<file path="src/rtl/pkt_uart_pkg.sv">
package pkt_uart_pkg;

  typedef enum logic [2:0] {
    RX_IDLE,
    RX_START,
    RX_DATA,
    RX_STOP,
    RX_WAITHI
  } rx_state_t;

  typedef enum logic {
    PK_WAIT_HI,
    PK_WAIT_LO
  } pk_state_t;

  typedef struct packed {
    logic loadHigh;
    logic emitWord;
  } pkt_strobe_t;

endpackage

</file>
<file path="src/rtl/pkt_uart_bitrx.sv">
module pkt_uart_bitrx
  import pkt_uart_pkg::*;
#(
  parameter int CLK_HZ = 50_000_000,
  parameter int BAUD   = 115_200,
  parameter int OVS    = 16
) (
  input  logic       clk,
  input  logic       rst_n,
  input  logic       rxLine,
  output logic       tick,
  output logic       busy,
  output logic       byteValid,
  output logic [7:0] byteData,
  output logic       frameErr
);

  localparam int DIV = CLK_HZ / (BAUD * OVS);
  localparam int DW  = (DIV > 1) ? $clog2(DIV) : 1;
  localparam int OW  = $clog2(OVS);
  localparam logic [DW-1:0] DIV_LAST = DW'(DIV - 1);
  localparam logic [OW-1:0] OVS_LAST = OW'(OVS - 1);
  localparam logic [OW-1:0] HALF_LAST = OW'(OVS / 2 - 1);

  logic [DW-1:0] divCnt;
  logic [OW-1:0] ovsCnt;
  logic [2:0]    bitIdx;
  logic [7:0]    shiftReg;
  logic          rxMeta, rxSync;
  rx_state_t     state;

  always_ff @(posedge clk or negedge rst_n) begin
    if (!rst_n) divCnt <= '0;
    else if (divCnt == DIV_LAST) divCnt <= '0;
    else divCnt <= divCnt + 1'b1;
  end

  assign tick = (divCnt == DIV_LAST);

  always_ff @(posedge clk or negedge rst_n) begin
    if (!rst_n) begin
      rxMeta <= 1'b1;
      rxSync <= 1'b1;
    end else begin
      rxMeta <= rxLine;
      rxSync <= rxMeta;
    end
  end

  always_ff @(posedge clk or negedge rst_n) begin
    if (!rst_n) begin
      state     <= RX_IDLE;
      ovsCnt    <= '0;
      bitIdx    <= '0;
      shiftReg  <= '0;
      byteValid <= 1'b0;
      frameErr  <= 1'b0;
    end else begin
      byteValid <= 1'b0;
      frameErr  <= 1'b0;
      case (state)
        RX_IDLE: begin
          if (!rxSync) begin
            state  <= RX_START;
            ovsCnt <= '0;
          end
        end
        RX_START: begin
          if (tick) begin
            if (ovsCnt == HALF_LAST) begin
              ovsCnt <= '0;
              bitIdx <= '0;
              state  <= rxSync ? RX_IDLE : RX_DATA;
            end else begin
              ovsCnt <= ovsCnt + 1'b1;
            end
          end
        end
        RX_DATA: begin
          if (tick) begin
            if (ovsCnt == OVS_LAST) begin
              ovsCnt   <= '0;
              shiftReg <= {rxSync, shiftReg[7:1]};
              if (bitIdx == 3'd7) state <= RX_STOP;
              else bitIdx <= bitIdx + 1'b1;
            end else begin
              ovsCnt <= ovsCnt + 1'b1;
            end
          end
        end
        RX_STOP: begin
          if (tick) begin
            if (ovsCnt == OVS_LAST) begin
              ovsCnt <= '0;
              if (rxSync) begin
                byteValid <= 1'b1;
                state     <= RX_IDLE;
              end else begin
                frameErr <= 1'b1;
                state    <= RX_WAITHI;
              end
            end else begin
              ovsCnt <= ovsCnt + 1'b1;
            end
          end
        end
        RX_WAITHI: begin
          if (rxSync) state <= RX_IDLE;
        end
        default: state <= RX_IDLE;
      endcase
    end
  end

  assign busy     = (state != RX_IDLE);
  assign byteData = shiftReg;

  // a character ends either good or bad, never both
  a_r1_valid_err_excl: assert property (@(posedge clk) disable iff (!rst_n)
    !(byteValid && frameErr));

  // after a delivered character the receiver is back at idle
  a_r1_idle_after_byte: assert property (@(posedge clk) disable iff (!rst_n)
    byteValid |=> !busy);

endmodule

</file>
<file path="src/rtl/pkt_uart_ctrl.sv">
module pkt_uart_ctrl
  import pkt_uart_pkg::*;
#(
  parameter int OVS = 16
) (
  input  logic        clk,
  input  logic        rst_n,
  input  logic        tick,
  input  logic        busy,
  input  logic        byteValid,
  input  logic        byteIsZero,
  input  logic        frameErr,
  output pkt_strobe_t strobe
);

  localparam int TO_TICKS = 20 * OVS;
  localparam int TW = $clog2(TO_TICKS + 1);
  localparam logic [TW-1:0] TO_LAST = TW'(TO_TICKS - 1);

  pk_state_t     state;
  logic          hiZero;
  logic [TW-1:0] toCnt;

  always_comb begin
    strobe.loadHigh = byteValid && (state == PK_WAIT_HI);
    strobe.emitWord = byteValid && (state == PK_WAIT_LO) && !(hiZero && byteIsZero);
  end

  always_ff @(posedge clk or negedge rst_n) begin
    if (!rst_n) begin
      state  <= PK_WAIT_HI;
      hiZero <= 1'b0;
      toCnt  <= '0;
    end else if (frameErr) begin
      state <= PK_WAIT_HI;
      toCnt <= '0;
    end else if (byteValid) begin
      toCnt <= '0;
      if (state == PK_WAIT_HI) begin
        state  <= PK_WAIT_LO;
        hiZero <= byteIsZero;
      end else begin
        state <= PK_WAIT_HI;
      end
    end else if (state == PK_WAIT_LO) begin
      if (busy) begin
        toCnt <= '0;
      end else if (tick) begin
        if (toCnt == TO_LAST) begin
          state <= PK_WAIT_HI;
          toCnt <= '0;
        end else begin
          toCnt <= toCnt + 1'b1;
        end
      end
    end
  end

  // a bad stop bit always leaves the framer expecting an upper byte
  a_r5_err_restart: assert property (@(posedge clk) disable iff (!rst_n)
    frameErr |=> (state == PK_WAIT_HI));

  // silence counter stays inside the two-character window
  a_r6_timeout_bound: assert property (@(posedge clk) disable iff (!rst_n)
    toCnt <= TO_LAST);

endmodule

</file>
<file path="src/rtl/pkt_uart_dp.sv">
module pkt_uart_dp
  import pkt_uart_pkg::*;
(
  input  logic        clk,
  input  logic        rst_n,
  input  pkt_strobe_t strobe,
  input  logic [7:0]  byteData,
  output logic        pktValid,
  output logic [15:0] pktWord
);

  logic [7:0] hiReg;

  always_ff @(posedge clk or negedge rst_n) begin
    if (!rst_n) begin
      hiReg    <= '0;
      pktWord  <= '0;
      pktValid <= 1'b0;
    end else begin
      pktValid <= strobe.emitWord;
      if (strobe.loadHigh) hiReg <= byteData;
      if (strobe.emitWord) pktWord <= {hiReg, byteData};
    end
  end

  // the reserved alignment pair never reaches the output
  a_r3_sync_never_out: assert property (@(posedge clk) disable iff (!rst_n)
    pktValid |-> (pktWord != 16'h0000));

  // the valid strobe is a single-cycle pulse
  a_r9_single_pulse: assert property (@(posedge clk) disable iff (!rst_n)
    pktValid |=> !pktValid);

endmodule

</file>
<file path="src/rtl/pkt_uart_rx.sv">
module pkt_uart_rx
  import pkt_uart_pkg::*;
#(
  parameter int CLK_HZ = 50_000_000,
  parameter int BAUD   = 115_200,
  parameter int OVS    = 16
) (
  input  logic        clk,
  input  logic        rst_n,
  input  logic        rxLine,
  output logic        pktValid,
  output logic [15:0] pktWord,
  output logic        frameErr
);

  logic        tick, busy, byteValid;
  logic [7:0]  byteData;
  pkt_strobe_t strobe;

  pkt_uart_bitrx #(.CLK_HZ(CLK_HZ), .BAUD(BAUD), .OVS(OVS)) u_bitrx (
    .clk(clk), .rst_n(rst_n), .rxLine(rxLine), .tick(tick), .busy(busy),
    .byteValid(byteValid), .byteData(byteData), .frameErr(frameErr)
  );

  pkt_uart_ctrl #(.OVS(OVS)) u_ctrl (
    .clk(clk), .rst_n(rst_n), .tick(tick), .busy(busy), .byteValid(byteValid),
    .byteIsZero(byteData == 8'h00), .frameErr(frameErr), .strobe(strobe)
  );

  pkt_uart_dp u_dp (
    .clk(clk), .rst_n(rst_n), .strobe(strobe), .byteData(byteData),
    .pktValid(pktValid), .pktWord(pktWord)
  );

endmodule

</file>
<file path="config.mk">
export PLATFORM = sky130hd
export DESIGN_NAME = pkt_uart_rx
export DESIGN_NICKNAME = d
export VERILOG_FILES = /design/src/rtl/pkt_uart_pkg.sv /design/src/rtl/pkt_uart_bitrx.sv /design/src/rtl/pkt_uart_ctrl.sv /design/src/rtl/pkt_uart_dp.sv /design/src/rtl/pkt_uart_rx.sv
export SDC_FILE = /design/constraint.sdc
export NUM_CORES = 1
export LEC_CHECK = 0
export ABC_AREA = 1
export BUFFER_PORTS_ARGS = -buffer_cell sky130_fd_sc_hd__buf_4
export CAP_MARGIN = 20
export CORE_MARGIN = 2
export CORE_UTILIZATION = 50
export CTS_CLUSTER_SIZE = 8
export DETAILED_ROUTE_END_ITERATION = 6
export PLACE_DENSITY = 0.68
export SLEW_MARGIN = 10
export SYNTH_ARGS = -nofsm -noshare
export SYNTH_HDL_FRONTEND = slang
export SYNTH_SLANG_ARGS = --single-unit
</file>
<file path="constraint.sdc">
create_clock -name clk -period 1.9 [get_ports clk]
set_clock_uncertainty 0.05 [all_clocks]
set_input_delay 0.19 -clock clk [delete_from_list [all_inputs] [get_ports clk]]
set_output_delay 0.19 -clock clk [all_outputs]
set_load 0.05 [all_outputs]
</file>
# Word level (Yosys, flattened, before mapping)
# Cells that the tools add are included.
# word_totals
reg_bits	63
latchBits	0
ram_bits	0
romBits	0
input_bits	3
output_inout_bits	18
mem_count	0
# classes
addsub	4
mul	0
div_mod_pow	0
order_cmp	0
eq_ne	20
shifts	0
n_mux	46
bitwise	2
n_reduce_logical	19
# ops
op	n
$mux 9	6
$mux 3	15
$mux 4	5
$mux 1	15
$pmux 3 s5	1
$ne 2x1->1 const B	6
$pmux 4 s3	1
$ne 2x2->1 const B	5
$add 9x1->9 const B	1
$eq 9x9->1 const B	1
$reduce_and 9->1	1
$reduce_bool 3->1	3
$logic_not 8->1	1
$eq 3x2->1 const B	2
$eq 3x3->1 const B	2
$pmux 3 s2	1
$reduce_and 3->1	2
$reduce_and 6->1	1
$add 5x1->5 const B	1
$eq 5x5->1 const B	1
$mux 5	1
$add 4x1->4 const B	1
$eq 4x3->1 const B	1
$eq 4x4->1 const B	1
other kinds (12)	16

# Depth between registers and ports, before layout
# logic_depth
ltp_word	7
mapped_depth	9

# Cells and area by module
# Synthesis repeated with hierarchy kept, for this count alone.
# hier_totals
cells_unflattened	374
hier_area_um2	3081.7
# by_module_without_submodules
mod	instances	cells_per_inst	area_per_inst_um2	seq_area_each_um2
pkt_uart_bitrx	1	158	1381.3	678.2
pkt_uart_dp	1	103	968.4	625.6
pkt_uart_ctrl	1	106	705.7	275.3
pkt_uart_rx	1	7	26.3	0.0

# Worst setup path before layout
# Ideal clock, no wire load.
# synth_path
path_type	register to register
from	register u_bitrx.frameErr
to	register u_ctrl.toCnt[0]
arrival_time_ps	1450
path_slack_ps	317
stages_incl_launch_ff	9
path_buffers	0
synth_period_minus_slack_ps	1583
cell_sequence	dfrtp_1 > nor2_1 > inv_1 > nor2_4 > inv_1 > nand2_2 > nor2_1 > nand2_1 > o21ai_0
# synth_between
elab_chain_cells	2
word_cells_on_any_way	4
# synth_lines
item	line_no	text
from (decl)	pkt_uart_bitrx.sv:15	output logic frameErr
from (signal assigned)	pkt_uart_bitrx.sv:57	frameErr <= 1'b0;
from (signal assigned)	pkt_uart_bitrx.sv:60	frameErr <= 1'b0;
from (signal assigned)	pkt_uart_bitrx.sv:99	frameErr <= 1'b1;
$reduce_bool 4->1 (no line) / $reduce_bool 3->1 (equally long branches)	-	
$reduce_and 2->1 (no line)	-	
to (signal assigned)	pkt_uart_ctrl.sv:53	toCnt <= toCnt + 1'b1;
to (decl)	pkt_uart_ctrl.sv:22	logic [TW-1:0] toCnt;
# Several ways; a longest one is shown, not always the timed one.
# A chain may end at the register's enable or synchronous reset.

# Worst setup path in the final report
# layout_path
from	register u_bitrx.divCnt[0]
to	register u_ctrl.toCnt[6]
# layout_between
elab_chain_cells	3
# layout_lines
item	line_no	text
from (decl)	pkt_uart_bitrx.sv:25	logic [DW-1:0] divCnt;
from (signal assigned)	pkt_uart_bitrx.sv:35	else divCnt <= divCnt + 1'b1;
$eq 5x5->1	pkt_uart_bitrx.sv:38	assign tick = (divCnt == DIV_LAST);
$reduce_bool 4->1 (no line)	-	
$reduce_and 2->1 (no line)	-	
# Every way passes these cells.

==> impl_metrics.yaml <==
outcome:
  status: "finished, final reports clean"
sta:
  setup_viol: 0
  fmax_mhz: 593
  slew_violations: 0
  min_period_ns: 1.69
  fin_setup_tns_ns: 0
  rsz0062_at_grt: "no"
  slew_headroom_pct: 47.7
  final-hold-violation-count: 0
  fin_crit_sh_pct: 88.8
  hold_slack_ns: 0.308
  worst_pin_slew_ns: 0.784
setup_path:
  end_kind: "flop"
  crit_arrival_ns: 1.88
  crit_start: "u_bitrx.divCnt[0]$_DFF_PN0_"
  ff2ff_path_depth: 9
  r2r_slack_ns: 0.21
  worst_r2r_endpoint: "u_ctrl.toCnt[6]$_DFFE_PN0P_"
  start_kind: "flop"
  cp-endpoint: "u_ctrl.toCnt[6]$_DFFE_PN0P_"
  worstSetupPathType: "reg2reg"
  reg2reg_from: "u_bitrx.divCnt[0]$_DFF_PN0_"
  crit_fanout: 8
  cp.required_ns: 2.09
job:
  maxCapViolations: 0
cells_and_area:
  multi_input_area_um2: 1220
  fin_nets: 391
  utilization_pct: 59.4
  drive_gt1_share_pct: 16.8
  final_cell_mix: "89 x nand2_1, 61 x dfrtp_1, 54 x inv_1"
  nFillCells: 531
  finalInstanceArea_um2: 3490
  syn2layout_area_growth_pct: 15.0
  seq_area_um2: 1580
  final_common_cell: "nand2_1"
  num_antenna_cells: 0
yosys:
  syn-instance-count: 353
  netlist_area_um2: 3040
  ys_types: 30
  syn_avg_cell_area_um2: 8.60
  yosys.area.top_type: "dfrtp_1"
  ys_ff_latch: 63
  yosys_warnings: 0
  yosys-top-cells-area: "dfrtp_1 50%, nand2_1 11%, inv_1 6.7%, o21ai_0 5.1%, nand3_1 3.8%"
  synth_top_area_share_pct: 50.3
  yosysSeqAreaShare_pct: 52.0
  syn_nets: 362
clocking:
  clock-sinks: 63
  cts_tree: "done"
  root_buffer: "clkbuf_8"
  cts_made_buffers: 9
  cts.path.max_buffers: 2
  clkTransAtPathRegs_ns: 0.07
  worstSkewPairLatency_ns: 0.34
  cts_max_level: 3
  cts_setup_buffers: 0
placed_design:
  placed_area_um2: 3250
  hpwl_um: 3640
  numPortBuffers: 20
  place_congestion: 0.830
pwr:
  internal-power_w: 0.00211
  ir_drop_mv: 0.363
  clockPowerShare_pct: 47.5
  combPwrFrac_pct: 1.2
  switchingPower_w: 0.000517
  power_frac_seq_pct: 51.2
  switching_share_pct: 19.7
  cellLeakagePower_nw: 1.74
  powerDensity_nw_per_um2: 753
global_route:
  grt_pass1_wl_um: 9330
  grt_remaining_overflow: 0
  antenna_found_initial: 0
  grt_max_degree: 64
  grt_pass1_vias: 2108
  track_usage_pct: 18.5
die:
  start_util_pct: 51.6
  die_x_um: 81.9
  die-area_um2: 6710
  io_pins: 21
  row_count: 28
  die_h_um: 81.9
  coreArea_um2: 5890
routing:
  drt_first_pass_iters: 4
  drt-initial-drc-count: 113
  final_antenna_net_count: 0
  vias_per_cell: 4.92
  wl_um: 5280
  post-route-drc-count: 0
  wire_per_inst_um: 11.5
  vias: 2270
worst_hold_path:
  hold_depth: 0
  hold_path.class: "reg2reg"
[cell usage after synthesis, drive strengths merged]
cell type  count
ha             6
nor3           6
inv           54
dfrtp         61
xor2           4
nor2          35
nand3         24
nand2         95
buf            5
clkbuf         1
mux2           1
o22ai          1
xnor2          1
nand3b         2
dfstp          2
o21ai         42
nand4          7
a21oi          6
[area by class of cell]
type / count / area share (%)
clock buffers: 11 / 4.05
clock inverters: 4 / 2.01
inverters: 54 / 5.80
multi-input cells: 230 / 35.0
flip-flops and latches: 63 / 45.2
well taps: 75 / 2.69
repair buffers: 24 / 5.30
[per-stage QoR]
| step | worst slack (ns) | std cells | power, W |
|---|---|---|---|
| final | 0.213 | 461 | 0.00263 |
| after global routing | 0.0567 | 461 | 0.00274 |
| after CTS | 0.146 | 461 | 0.00267 |
| after detailed placement | 0.156 | 444 | 0.00140 |
| after global placement | 0.218 | 444 | 0.00140 |
| after floorplan | 0.317 | 353 | 0.00137 |
[cells by family after synthesis]
group | count (synthesis) | synth area share (%)
simple gates | 169 | 26.5
flops | 63 | 52.0
buf+inv | 60 | 8.03
compound gates | 49 | 9.23
fa+ha+maj | 6 | 2.47
xor+xnor | 5 | 1.44
mux | 1 | 0.371
[what timing repair did]
action,CTS,global route
resized for setup,0,1
endpoints found under the setup margin,0,8
hold endpoints to repair,62,0
hold buffers,2,0
[worst max-delay path: stages, from the launching register on]
cell     delay [ns]
dfrtp_1        0.41
inv_1          0.07
ha_1           0.20
nand2_1        0.10
nor2_4         0.22
nor2_1         0.12
nor2_4         0.18
o21ai_0        0.12
nand2_1        0.08
inv_1          0.03
[sequential cells by signal, summed over array words and instances, names as in the netlist]
name and count:
u_ctrl.toCnt 9, u_bitrx.frameErr 1, u_dp.hiReg 8, u_dp.pktWord 16
u_ctrl.state 1, u_ctrl.hiZero 1, u_dp.pktValid 1, u_bitrx.divCnt 5
u_bitrx.state 3, u_bitrx.byteValid 1, u_bitrx.rxMeta 1, u_bitrx.byteData 8
u_bitrx.ovsCnt 4, u_bitrx.rxSync 1, u_bitrx.bitIdx 3
[worst min path at each step]
stage / start / to
3_3_place_gp: rxLine / u_bitrx.rxMeta$_DFF_PN1_
5_1_grt: u_bitrx.rxMeta$_DFF_PN1_ / u_bitrx.rxSync$_DFF_PN1_
4_1_cts: u_bitrx.rxMeta$_DFF_PN1_ / u_bitrx.rxSync$_DFF_PN1_
6_report: u_bitrx.rxMeta$_DFF_PN1_ / u_bitrx.rxSync$_DFF_PN1_
3_5_place_dp: rxLine / u_bitrx.rxMeta$_DFF_PN1_
2_1_floorplan: rst_n / u_bitrx.bitIdx[0]$_DFFE_PN0P_
[power by group through the flow]
stage               registers [W]   logic [W]  clock network, W
global route              0.00135   0.0000397           0.00136
CTS                       0.00135   0.0000351           0.00129
global placement          0.00137   0.0000315                 0
detailed placement        0.00137   0.0000318                 0
finish                    0.00135   0.0000328           0.00125
floorplan                 0.00137  0.00000170                 0
[per-layer routing]
layer | up-vias | GRT usage [%] | share of wire [%]
met4 | 0 | 10.2 | 1.9
met1 | 1057 | 24.2 | 50
met2 | 29 | 28.0 | 45
met5 | - | 0 | 0
li1 | 1175 | - | -
met3 | 9 | 4.95 | 3.3
(Power assumes the default switching activity.)
